File: src/rtl/vem_pkg.sv
// Shared definitions for the active video region detector.
// Assumes: nothing beyond the default widths listed here.
package vem_pkg;
    localparam int unsigned DEF_POS_W = 12;
    localparam int unsigned DEF_PIX_W = 8;
    localparam int unsigned N_COMP    = 3;
    localparam int unsigned N_AXIS    = 2;

    // Axis index used to select per-axis extent trackers.
    typedef enum logic [0:0] {
        AXIS_COL = 1'b0,
        AXIS_ROW = 1'b1
    } axis_e;
endpackage

File: src/rtl/vem_sync_edge.sv
// Rising-edge finder for one sync input.
// Assumes: the input is already synchronous to clk. After reset the
// previous level is taken as low, so a sync held high at reset release
// counts as a rising edge.
module vem_sync_edge (
    input  logic clk,
    input  logic rst_n,
    input  logic sig_i,
    output logic rise_o
);
    logic sig_q;

    // Remember last sampled level.
    always_ff @(posedge clk) begin
        if (!rst_n) sig_q <= 1'b0;
        else        sig_q <= sig_i;
    end

    // Rising edge seen in this sample.
    always_comb rise_o = sig_i & ~sig_q;
endmodule

File: src/rtl/vem_qualify.sv
// Decides whether one sample carries picture content.
// Assumes: all components share one threshold; strict comparison.
module vem_qualify #(
    parameter int unsigned PIX_W  = vem_pkg::DEF_PIX_W,
    parameter int unsigned N_COMP = vem_pkg::N_COMP
) (
    input  logic [N_COMP-1:0][PIX_W-1:0] comp_i,
    input  logic [PIX_W-1:0]             thresh_i,
    output logic                         hit_o
);
    logic [N_COMP-1:0] above;

    genvar gi;
    generate
        for (gi = 0; gi < N_COMP; gi++) begin : g_cmp
            // Per-component comparison.
            always_comb above[gi] = (comp_i[gi] > thresh_i);
        end
    endgenerate

    // Any component above threshold qualifies the sample.
    always_comb hit_o = |above;
endmodule

File: src/rtl/vem_pos_track.sv
// Tracks column and line of the current sample.
// Assumes: the column resets on the HSYNC rising sample and the line
// resets on the VSYNC rising sample. Each HSYNC rise advances the line.
// Both counts saturate at all-ones and start saturated after reset.
module vem_pos_track #(
    parameter int unsigned POS_W = vem_pkg::DEF_POS_W
) (
    input  logic             clk,
    input  logic             rst_n,
    input  logic             hs_rise_i,
    input  logic             vs_rise_i,
    output logic [POS_W-1:0] col_o,
    output logic [POS_W-1:0] row_o
);
    localparam logic [POS_W-1:0] POS_MAX = '1;

    logic [POS_W-1:0] col_q, row_q;

    // Position of the sample presented this cycle.
    always_comb begin
        if (hs_rise_i)             col_o = '0;
        else if (col_q == POS_MAX) col_o = POS_MAX;
        else                       col_o = col_q + 1'b1;

        if (vs_rise_i)                                   row_o = '0;
        else if (hs_rise_i && (row_q != POS_MAX))        row_o = row_q + 1'b1;
        else                                             row_o = row_q;
    end

    // Hold the position for the next sample.
    always_ff @(posedge clk) begin
        if (!rst_n) begin
            col_q <= POS_MAX;
            row_q <= POS_MAX;
        end else begin
            col_q <= col_o;
            row_q <= row_o;
        end
    end
endmodule

File: src/rtl/vem_extent.sv
// Working minimum and maximum for one axis over the frame in progress.
// Assumes: frame_end_i marks the first sample of a new frame. That
// sample seeds the fresh working values when it qualifies.
module vem_extent #(
    parameter int unsigned POS_W = vem_pkg::DEF_POS_W
) (
    input  logic             clk,
    input  logic             rst_n,
    input  logic             hit_i,
    input  logic [POS_W-1:0] pos_i,
    input  logic             frame_end_i,
    output logic [POS_W-1:0] lo_o,
    output logic [POS_W-1:0] hi_o,
    output logic             any_o
);
    localparam logic [POS_W-1:0] POS_MAX = '1;

    logic [POS_W-1:0] lo_base, hi_base;
    logic             any_base;

    // Starting point: empty values at a frame boundary, else the current ones.
    always_comb begin
        lo_base  = frame_end_i ? POS_MAX : lo_o;
        hi_base  = frame_end_i ? '0      : hi_o;
        any_base = frame_end_i ? 1'b0    : any_o;
    end

    // Fold a qualifying sample into the working extent.
    always_ff @(posedge clk) begin
        if (!rst_n) begin
            lo_o  <= POS_MAX;
            hi_o  <= '0;
            any_o <= 1'b0;
        end else begin
            lo_o  <= (hit_i && pos_i < lo_base) ? pos_i : lo_base;
            hi_o  <= (hit_i && pos_i > hi_base) ? pos_i : hi_base;
            any_o <= any_base | hit_i;
        end
    end
endmodule

File: src/rtl/vid_extent_meter.sv
// Active video region detector top.
// Finds the bounding box of samples above a threshold within each frame.
// It publishes the box of the last complete frame on every VSYNC rise.
// Assumes: sync and pixel inputs are synchronous to clk, and both syncs
// are active high.
module vid_extent_meter #(
    parameter int unsigned POS_W = vem_pkg::DEF_POS_W,
    parameter int unsigned PIX_W = vem_pkg::DEF_PIX_W
) (
    input  logic             clk,
    input  logic             rst_n,
    input  logic             hsync_i,
    input  logic             vsync_i,
    input  logic [PIX_W-1:0] red_i,
    input  logic [PIX_W-1:0] grn_i,
    input  logic [PIX_W-1:0] blu_i,
    input  logic [PIX_W-1:0] thresh_i,
    output logic [POS_W-1:0] col_first_o,
    output logic [POS_W-1:0] col_last_o,
    output logic [POS_W-1:0] row_first_o,
    output logic [POS_W-1:0] row_last_o,
    output logic             found_o,
    output logic             done_o
);
    import vem_pkg::*;

    logic [1:0] sync_lvl, sync_rise;
    logic       hs_rise, vs_rise;
    logic       hit;
    logic [N_COMP-1:0][PIX_W-1:0] comp;
    logic [POS_W-1:0] col, row;
    logic [N_AXIS-1:0][POS_W-1:0] ax_pos, ax_lo, ax_hi;
    logic [N_AXIS-1:0]            ax_any;

    // Gather sync levels and components into arrays.
    always_comb begin
        sync_lvl = {vsync_i, hsync_i};
        comp     = {blu_i, grn_i, red_i};
        hs_rise  = sync_rise[0];
        vs_rise  = sync_rise[1];
        ax_pos[AXIS_COL] = col;
        ax_pos[AXIS_ROW] = row;
    end

    genvar gs;
    generate
        for (gs = 0; gs < 2; gs++) begin : g_sync
            vem_sync_edge u_edge (
                .clk    (clk),
                .rst_n  (rst_n),
                .sig_i  (sync_lvl[gs]),
                .rise_o (sync_rise[gs])
            );
        end
    endgenerate

    vem_qualify #(.PIX_W(PIX_W), .N_COMP(N_COMP)) u_qual (
        .comp_i   (comp),
        .thresh_i (thresh_i),
        .hit_o    (hit)
    );

    vem_pos_track #(.POS_W(POS_W)) u_pos (
        .clk       (clk),
        .rst_n     (rst_n),
        .hs_rise_i (hs_rise),
        .vs_rise_i (vs_rise),
        .col_o     (col),
        .row_o     (row)
    );

    genvar ga;
    generate
        for (ga = 0; ga < N_AXIS; ga++) begin : g_axis
            vem_extent #(.POS_W(POS_W)) u_ext (
                .clk         (clk),
                .rst_n       (rst_n),
                .hit_i       (hit),
                .pos_i       (ax_pos[ga]),
                .frame_end_i (vs_rise),
                .lo_o        (ax_lo[ga]),
                .hi_o        (ax_hi[ga]),
                .any_o       (ax_any[ga])
            );
        end
    endgenerate

    // Publish the finished frame's box at each VSYNC rise.
    always_ff @(posedge clk) begin
        if (!rst_n) begin
            col_first_o <= '0;
            col_last_o  <= '0;
            row_first_o <= '0;
            row_last_o  <= '0;
            found_o     <= 1'b0;
            done_o      <= 1'b0;
        end else begin
            done_o <= vs_rise;
            if (vs_rise) begin
                found_o <= ax_any[AXIS_COL];
                if (ax_any[AXIS_COL]) begin
                    col_first_o <= ax_lo[AXIS_COL];
                    col_last_o  <= ax_hi[AXIS_COL];
                    row_first_o <= ax_lo[AXIS_ROW];
                    row_last_o  <= ax_hi[AXIS_ROW];
                end
            end
        end
    end
endmodule

File: config.mk
export PLATFORM = sky130hd
export DESIGN_NAME = vid_extent_meter
export DESIGN_NICKNAME = d
export VERILOG_FILES = /design/src/rtl/vem_pkg.sv /design/src/rtl/vem_sync_edge.sv /design/src/rtl/vem_qualify.sv /design/src/rtl/vem_pos_track.sv /design/src/rtl/vem_extent.sv /design/src/rtl/vid_extent_meter.sv
export SDC_FILE = /design/constraint.sdc
export NUM_CORES = 1
export LEC_CHECK = 0
export ABC_AREA = 1
export BUFFER_PORTS_ARGS = -buffer_cell sky130_fd_sc_hd__buf_4
export CORE_ASPECT_RATIO = 0.7
export CORE_MARGIN = 2
export CORE_UTILIZATION = 59
export CTS_CLUSTER_DIAMETER = 200
export DETAILED_ROUTE_END_ITERATION = 6
export MAX_ROUTING_LAYER = met4
export PLACE_DENSITY_LB_ADDON = 0.2
export RECOVER_POWER = 50
export SLEW_MARGIN = 20
export SYNTH_ARGS = -nofsm -noshare
export SYNTH_HDL_FRONTEND = slang
export SYNTH_SLANG_ARGS = --single-unit
export TNS_END_PERCENT = 20
File: constraint.sdc
create_clock -name clk -period 3.7 [get_ports clk]
set_input_delay 1.11 -clock clk [delete_from_list [all_inputs] [get_ports clk]]
set_output_delay 1.11 -clock clk [all_outputs]
set_load 0.1 [all_outputs]
; ---- Word level (Yosys, flattened, before mapping)
; Index checks and enable logic that the tools add are counted.
[word_totals]
ram_bits = 0
register_bits = 125
input_bits = 36
romBits = 0
word_cells = 51
mem_count = 0
latchBits = 0
out_inout_bits = 50
[classes]
n_reduce_logical = 7
n_addsub = 2
n_div = 0
mul = 0
n_eq_ne = 2
bitwise = 5
mux = 13
magnitude_cmp = 7
n_shift = 0
[ops]
columns = cell, count
row1 = 12-bit two-way mux, 12
row2 = "12-bit by 1-bit adder with 12-bit output, second input constant", 2
row3 = 12-bit > comparator, 2
row4 = 8-bit > comparator, 3
row5 = 12-bit < comparator, 2
row6 = "12-bit equality test, second input constant", 1
row7 = "12-bit != test, second input constant", 1
row8 = 1-bit logical AND, 5
row9 = 3-bit OR reduction, 1
row10 = 1-bit AND, 2
row11 = 1-bit inverter, 2
row12 = 2-bit AND reduction, 1
row13 = 1-bit two-way mux, 1
row14 = 1-bit OR, 1

; ---- Longest topological paths before layout
; Gate-level depths: netlist (run 1).
[depth]
depth_word = 8
mapped_depth = 21
ltp_nobuf = 20

; ---- By module
; From an unflattened synthesis (run 1), not the netlist that was laid out.
[hier_totals]
cells_unflattened = 1169
area_unflattened_um2 = 7922.6
[modules_own_cells]
columns = module, cells_each, seq_area_each_um2, instances, area_per_inst_um2
row1 = vem_extent, 261, 500.5, 2, 1876.8
row2 = vid_extent_meter, 312, 1001.0, 1, 2029.4
row3 = vem_pos_track, 231, 480.5, 1, 1462.7
row4 = vem_qualify, 94, 0.0, 1, 601.8
row5 = vem_sync_edge, 5, 20.0, 2, 37.5

; ---- Least setup slack after synthesis (run 1)
; No wires, ideal clock.
[synth_timing]
path_type = input to register
from = input hsync_i
to = register g_axis[1].u_ext.hi_o[10]
arrival_ns = 3.318
setup_slack_ns = 0.265
required_ns = 3.583
path_buffers = 1
path_stages = 19
path_cell_list = inv_1 > nor2_4 > nand2_4 > nor3_1 > nand2_1 > inv_1 > nand3_1 > a21oi_1 > ha_1 > a21oi_1 > o21ai_0 > nand2_1 > o211ai_1 > o22a_1 > nand2_1 > inv_1 > clkbuf_1 > a21oi_1 > nor2_1
[synth_between]
elab_chain_cells = 7
[synth_rtl]
columns = element, line_no
row1 = from (decl), vid_extent_meter.sv:12  ; input logic hsync_i,
row2 = 1-bit AND, vem_sync_edge.sv:20  ; always_comb rise_o = sig_i & ~sig_q;
row3 = 1-bit logical AND, vem_pos_track.sv:26  ; else if (hs_rise_i && (row_q != POS_MAX)) row_o = row_q + 1'b1;
row4 = 12-bit two-way mux, vem_pos_track.sv:26
row5 = 12-bit two-way mux, vem_pos_track.sv:25  ; if (vs_rise_i) row_o = '0;
row6 = net g_axis[1].u_ext.pos_i[7], vem_extent.sv:10  ; input logic [POS_W-1:0] pos_i,
row7 = 12-bit > comparator, vem_extent.sv:36  ; hi_o <= (hit_i && pos_i > hi_base) ? pos_i : hi_base;
row8 = 1-bit logical AND, vem_extent.sv:36
row9 = 12-bit two-way mux, vem_extent.sv:36
row10 = to (signal assigned), vem_extent.sv:36
row11 = to (decl), vem_extent.sv:13  ; output logic [POS_W-1:0] hi_o,
; The timed path passes the listed nets, and every way through them passes these cells.
; A chain may end at the register's enable or synchronous reset.

; ---- Worst setup path in the final report (run 1)
[layout_timing]
from = register u_pos.row_q[0]
to = register g_axis[1].u_ext.lo_o[0]
[layout_between]
elab_chain_cells = 7
[layout_rtl]
columns = element, line_no
row1 = from (decl), vem_pos_track.sv:17  ; logic [POS_W-1:0] col_q, row_q;
row2 = from (signal assigned), vem_pos_track.sv:37  ; row_q <= row_o;
row3 = "parallel branches: the longest is 2 deep, another holds 12-bit by 1-bit adder with 12-bit output", --
row4 = 12-bit two-way mux *, vem_pos_track.sv:26
row5 = 12-bit two-way mux *, vem_pos_track.sv:25
row6 = net g_axis[1].u_ext.pos_i[5], vem_extent.sv:10
row7 = 12-bit < comparator *, vem_extent.sv:35  ; lo_o <= (hit_i && pos_i < lo_base) ? pos_i : lo_base;
row8 = 1-bit logical AND *, vem_extent.sv:35
row9 = 12-bit two-way mux *, vem_extent.sv:35
row10 = to (signal assigned), vem_extent.sv:35
row11 = to (decl), vem_extent.sv:12  ; output logic [POS_W-1:0] lo_o,
; Mark *: on every way through the listed nets, which the timed path passes.

==> reports/metrics.cfg, run 1 <==
[status]
status=finished clean

[layout]
syn_to_final_growth_pct=18.9
stdcell_count=1192
n_antenna_cell=0
layout_common_cells=nand2_1, dfxtp_1, a21oi_1, nand3_1, inv_1
final_net_count=1135
drive_gt1_share_pct=14.2
final_common_cell=nand2_1

[clock_tree]
path_clk_slew_ns=0.06
clock-sinks=125
clkLatencyLatePin_ns=0.41
post_cts_resized=0
htreeDepth=4
cts_root_buf=clkbuf_16
cts_hold_buf=0
post_cts_buffers=0
cts_tree=done
clk_path_buf_depth=2
cts_made_buffers=17

[placed_design]
dp_hpwl_mm=12.3
io_buffers=85
place_congestion=0.941
placedCellCount=1161

[sta]
relSlewSlack_pct=14.0
fin_skew_ns=0.00807
tns_ns=0
setup_viol_count_final=0
tightest_slew_ns=1.29
fin_crit_sh_pct=92.2
hold_viol=0
holdWs_ns=0.421
maxSlewViolCount=0
period_minus_slack_ns=3.41
fmax_ghz=0.293
rsz0062_at_grt=false

[hold_path]
min-delay-path-class=flop to flop

[worst_setup_path]
start_kind=flop
crit_arrival_ns=3.65
reg2reg_depth=19
crit_path_max_fanout=12
crit-reg2reg-launch=u_pos.row_q[0]$_SDFF_PN1_
worstSetupPathType=flop to flop
critPathCapture=g_axis[1].u_ext.lo_o[0]$_SDFF_PN1_
worstPathRequired_ns=3.93
cp-end-kind=flop
critPathLaunch=u_pos.row_q[0]$_SDFF_PN1_
reg2reg_slack_ns=0.29
worstReg2RegEnd=g_axis[1].u_ext.lo_o[0]$_SDFF_PN1_

[route]
ant_nets=0
via_per_inst=5.45
dr_total_vias=6501
drc_errors=0
routedWlPerCell_um=14.4
wirelength_mm=17.2
first_pass_iters=5
first_iter_violations=640

[die]
die_w_um=133
die_area_sq_um=12500
coreArea_sq_um=11200
start_util_pct=61.3
rows=32
fp.dieH_um=94.1
ios=86

[global_route]
grt_remaining_overflow=0
grt_pass1_vias=5907
antenna_found_initial=0
grt_usage_pct=29.8
grt_pass1_wl_mm=29.0
grt_max_degree=81

[power]
power_density_nw_per_um2=587
max-vdd-ir-drop_mv=0.422
leakage_nw=3.77

[synthesis]
syn-cell-area_sq_um=6850
yosys_warnings=0
synth_top_area_share_pct=36.5
synthCells=930
ys_ff_latch=125
yosysSeqAreaShare_pct=36.5
synth_area_leader_cell=dfxtp_1
ys_types=35
synth_area_leaders=dfxtp_1, ha_1, nand2_1
synth_nets=1038
syn_area_per_cell_sq_um=7.36

[flow_run]
cap_violations=0

kinds of logic after synthesis:
family,count (synthesis),synth area share [%]
fa+ha+maj,72,13.2
simple gates,415,28.1
flops,125,36.5
xor+xnor,9,1.15
compound gates,172,13.0
buf+inv,137,8.06
state kept, by name (all words and copies together) (netlist names):
register,flops
g_sync.u_edge.sig_q,2
u_pos.col_q,12
col_last_o,12
row_first_o,12
found_o,1
row_last_o,12
done_o,1
g_axis.u_ext.hi_o,24
g_axis.u_ext.any_o,1
u_pos.row_q,12
col_first_o,12
g_axis.u_ext.lo_o,24
how the worst min path moves through the flow:
stage,from,end,slack [ns],depth (start not counted)
5_1_grt,g_sync[1].u_edge.sig_q$_SDFF_PN0_,done_o$_SDFF_PN0_,0.44,1
3_3_place_gp,col_last_o[9]$_SDFFE_PN0P_,col_last_o[9]$_SDFFE_PN0P_,0.45,2
4_1_cts,col_first_o[1]$_SDFFE_PN0P_,col_first_o[1]$_SDFFE_PN0P_,0.46,2
3_5_place_dp,g_sync[1].u_edge.sig_q$_SDFF_PN0_,done_o$_SDFF_PN0_,0.45,1
6_report,g_sync[1].u_edge.sig_q$_SDFF_PN0_,done_o$_SDFF_PN0_,0.42,1
2_1_floorplan,g_sync[1].u_edge.sig_q$_SDFF_PN0_,done_o$_SDFF_PN0_,0.39,1
critical path, stage by stage (launching register included):
cell	delay (ns)
dfxtp_1	0.40
ha_1	0.22
inv_1	0.06
nor2_1	0.26
nand3_2	0.17
nand2_4	0.10
nor3_1	0.05
nand2_1	0.09
o21ai_1	0.07
a21oi_1	0.40
ha_1	0.34
a21oi_1	0.18
o21a_1	0.14
o21ai_0	0.09
nand3_1	0.08
nand3_1	0.08
inv_1	0.09
nand2_2	0.19
nand2_1	0.14
nand3_1	0.08
cell usage after synthesis, drive strengths merged:
master / count
nand2: 195
dfxtp: 125
nand3: 117
a21oi: 116
inv: 91
ha: 72
nor2: 71
o21ai: 47
clkbuf: 36
or2: 12
buf: 10
nand4: 10
nor3: 8
xor2: 5
xnor2: 4
a21boi: 3
o211ai: 2
o21a: 2
a211oi: 1
nand3b: 1
nor4: 1
o22a: 1
area by class of cell:
type	count	area, sq um
Multi-Input combinational cell	668	3780
Timing Repair Buffer	124	761
Inverter	91	342
Clock inverter	13	141
Fill cell	985	3020
Tap cell	153	191
Sequential cell	125	2500
Clock buffer	18	429
per-layer routing:
layer	vias up	global-route usage (%)	share of wire, %
li1	3287	-	-
met5	-	-	0
met4	0	7.17	0.96
met1	2921	43.2	51
met3	22	6.74	8.4
met2	271	41.9	39
stage by stage:
step | util, % | setup WS, ns | instance area (sq um) | power [mW]
after floorplan | - | 0.265 | 6850 | 2.79
after global placement | 69.9 | 0.0924 | 7810 | 3.17
after detailed placement | 69.9 | 0.0409 | 7810 | 3.20
after CTS | 75.0 | 0.405 | 8380 | 4.82
after global routing | 72.9 | 0.0461 | 8150 | 5.06
final | 72.9 | 0.288 | 8150 | 4.78
where the power goes:
group | internal [mW] | switching (mW)
clock network | 0.990 | 0.617
registers | 1.54 | 0.129
logic | 0.492 | 1.01
No activity file was read; power rests on OpenSTA's default activity.
==> run 2: changes to the inputs <==
--- a/config.mk
+++ b/config.mk
@@ -7,9 +7,9 @@
 export LEC_CHECK = 0
 export ABC_AREA = 1
 export BUFFER_PORTS_ARGS = -buffer_cell sky130_fd_sc_hd__buf_4
-export CORE_ASPECT_RATIO = 0.7
+export CORE_ASPECT_RATIO = 1.1
 export CORE_MARGIN = 2
-export CORE_UTILIZATION = 59
+export CORE_UTILIZATION = 56
 export CTS_CLUSTER_DIAMETER = 200
 export DETAILED_ROUTE_END_ITERATION = 6
 export MAX_ROUTING_LAYER = met4
==> run 2 against run 1 <==
  * Sequential power is essentially flat
  * Critical path depth unchanged
  * Non-clock buffer count fell by 4
  * Highest routed layer unchanged
  * Largest cell class unchanged
  * Sequential cell count unchanged
  * Largest power group unchanged
==> reports/metrics.cfg, run 2 (synthesized netlist as in run 1, its figures left out) <==
[status]
status=finished clean

[worst_setup_path]
max_stage_delay_ns=0.29  ; -0.11 ns
start_kind=primary input
crit_arrival_ns=3.51  ; -0.14 ns
critPathBufInv=5  ; +3
critPathTopFamily=simple AND/OR/NAND/NOR gates
reg2reg_depth=19  ; unchanged
cpMostUsedCell=nand3_1
cp-end-kind=flop
worstSetupPathType=primary input to flop
cpMaxStageDelayCell=ha_1
crit_chain=buf_4 > inv_1 > nor2_4 > nand2_4 > nor3_1 > nand2_1 > o21ai_1 > a21oi_1 > buf_4 > ha_1 > a21oi_1 > o21a_1 > o21ai_0 > nand3_1 > nand3_1 > inv_1 > buf_4 > nand3_1 > nand3_1
critPathCapture=g_axis[1].u_ext.lo_o[4]$_SDFF_PN1_
worstPathRequired_ns=3.94  ; about the same
critPathLaunch=hsync_i
crit_path_max_fanout=12  ; unchanged
reg2reg_slack_ns=0.51  ; +0.22 ns
path_depth=19  ; unchanged
crit-reg2reg-launch=u_pos.col_q[2]$_SDFF_PN1_
worstReg2RegEnd=g_axis[0].u_ext.hi_o[6]$_SDFF_PN0_

[clock_tree]
htreeDepth=4  ; unchanged
post_cts_buffers=0  ; unchanged
clkLatencyLatePin_ns=0.42  ; about the same
post_cts_resized=0  ; unchanged
cts_made_buffers=17  ; unchanged
clock-sinks=125  ; unchanged
cts_tree=done
cts_hold_buf=0  ; unchanged
path_clk_slew_ns=0.06  ; about the same
cts_root_buf=clkbuf_16
clk_path_buf_depth=2  ; unchanged

[placed_design]
dp_hpwl_mm=11.4  ; -7.5%
place_congestion=0.953  ; +1.2%
place_area_sq_um=7780  ; -0.37%
dp_worst_setup_slack_ns=0.0473  ; +0.00633 ns
io_buffers=85  ; unchanged

[power]
power_density_nw_per_um2=570  ; -2.9%
max-vdd-ir-drop_mv=0.299  ; -29%
power_mw=4.65  ; -2.8%
leakage_nw=3.78  ; +0.35%

[global_route]
grt_pass1_vias=6129  ; +3.8%
grt_remaining_overflow=0  ; unchanged
grt_max_degree=81  ; unchanged
antenna_found_initial=0  ; unchanged
grt_pass1_wl_mm=28.1  ; -3.2%
grt_usage_pct=27.7  ; -2.2 points

[route]
ant_nets=0  ; unchanged
via_per_inst=5.36  ; -1.8%
drc_errors=0  ; unchanged
wirelength_mm=16.4  ; -4.7%
first_iter_violations=367  ; -43%
routedWlPerCell_um=13.8  ; -4.4%
dr_total_vias=6369  ; -2.0%
first_pass_iters=6  ; +1

[layout]
syn_to_final_growth_pct=19.0  ; about the same
layout_common_cells=nand2_1, dfxtp_1, a21oi_1, nand3_1, inv_1
final_common_cell=nand2_1
stdcell_area_sq_um=8150  ; about the same
n_antenna_cell=0  ; unchanged
drive_gt1_share_pct=15.4  ; +1.1 points
top_regs=g_axis.u_ext.hi_o x24, g_axis.u_ext.lo_o x24
nFillCells=1061  ; +7.7%
final_net_count=1131  ; -0.35%

[sta]
setup_ws_ns=0.426  ; +0.139 ns
hold_viol=0  ; unchanged
relSlewSlack_pct=9.47  ; -4.6 points
tns_ns=0  ; unchanged
maxSlewViolCount=0  ; unchanged
fin_crit_sh_pct=88.5  ; -3.7 points
setup_viol_count_final=0  ; unchanged
tightest_slew_ns=1.36  ; +0.0685 ns
fmax_ghz=0.305  ; +4.2%
period_minus_slack_ns=3.27  ; -0.139 ns
holdWs_ns=0.415  ; -0.00562 ns
fin_skew_ns=0.00914  ; +0.00108 ns
rsz0062_at_grt=false

[die]
die_area_sq_um=13100  ; +5.1%
fp.dieH_um=120  ; +27%
ios=86  ; unchanged
start_util_pct=57.2  ; -4.1 points
coreArea_sq_um=12000  ; +7.3%
rows=42  ; +31%
die_w_um=109  ; -18%

[flow_run]
cap_violations=0  ; unchanged

[hold_path]
min-delay-path-class=flop to flop

## run 2: cell types whose count changed in the layout (fill, tap and decap cells not counted)
| cell | change |
|---|---|
| clkbuf_8 | +2 |
| nor2_4 | +1 |
| bufinv_16 | -2 |
| buf_4 | +6 |
| nand2_2 | +2 |
| clkinvlp_4 | +1 |
| clkbuf_4 | +2 |
| nand2_1 | -2 |
| nor2_1 | -1 |
| clkbuf_1 | -12 |
| clkinv_4 | +2 |
| inv_6 | -1 |
| clkinv_2 | -2 |
## run 2: worst min-delay path by stage
stage	slack [ns]	from	end	cells past startpoint
CTS	0.46	row_last_o[9]$_SDFFE_PN0P_	row_last_o[9]$_SDFFE_PN0P_	2
detailed placement	0.45	row_last_o[9]$_SDFFE_PN0P_	row_last_o[9]$_SDFFE_PN0P_	2
floorplan	0.39	g_sync[1].u_edge.sig_q$_SDFF_PN0_	done_o$_SDFF_PN0_	1
global route	0.44	g_sync[1].u_edge.sig_q$_SDFF_PN0_	done_o$_SDFF_PN0_	1
finish	0.42	g_sync[1].u_edge.sig_q$_SDFF_PN0_	done_o$_SDFF_PN0_	1
global placement	0.45	g_sync[1].u_edge.sig_q$_SDFF_PN0_	done_o$_SDFF_PN0_	1
## run 2: final cells by class
type | instances | area, sq um | share of cell area, %
Multi-Input combinational cell | 668 | 3790 | 46.5
Sequential cell | 125 | 2500 | 30.7
Tap cell | 154 | 193 | 2.36
Timing Repair Buffer | 120 | 776 | 9.52
Clock inverter | 11 | 87.6 | 1.07
Inverter | 91 | 342 | 4.19
Clock buffer | 20 | 457 | 5.60
## run 2: per-stage QoR
stage / util [%] / instances
final: 68.0 / 1189
after global routing: 68.0 / 1189
after CTS: 69.5 / 1189
after detailed placement: 64.9 / 1158
after global placement: 64.9 / 1158
after floorplan: - / 930
## run 2: routing by layer
metal / track usage, % / vias up / part of all wire, %
met4: 13.7 / 0 / 4.0
met5: - / - / 0
met3: 5.16 / 51 / 3.8
met1: 31.2 / 2895 / 42
li1: - / 3271 / -
met2: 46.5 / 152 / 50
## run 2: worst reg2reg max path, stage by stage (launching register included)
cell and delay [ns]:
dfxtp_1 0.37, nand3_1 0.15, nor3_2 0.21, nand2_1 0.10, nor2_1 0.19, nand2_1 0.10, a21oi_1 0.12, o21ai_1 0.07
nand2_1 0.10, inv_2 0.06, ha_1 0.31, nand4_1 0.13, or2_1 0.27, a21oi_1 0.14, nor3_1 0.07, nor2_1 0.12
nand2_1 0.08, buf_4 0.19, o21ai_0 0.20, a21oi_1 0.07
## run 2: report_power, final
group	switching, mW	internal [mW]
logic	0.988	0.489
clock network	0.614	0.892
registers	0.123	1.54
total	1.72	2.92
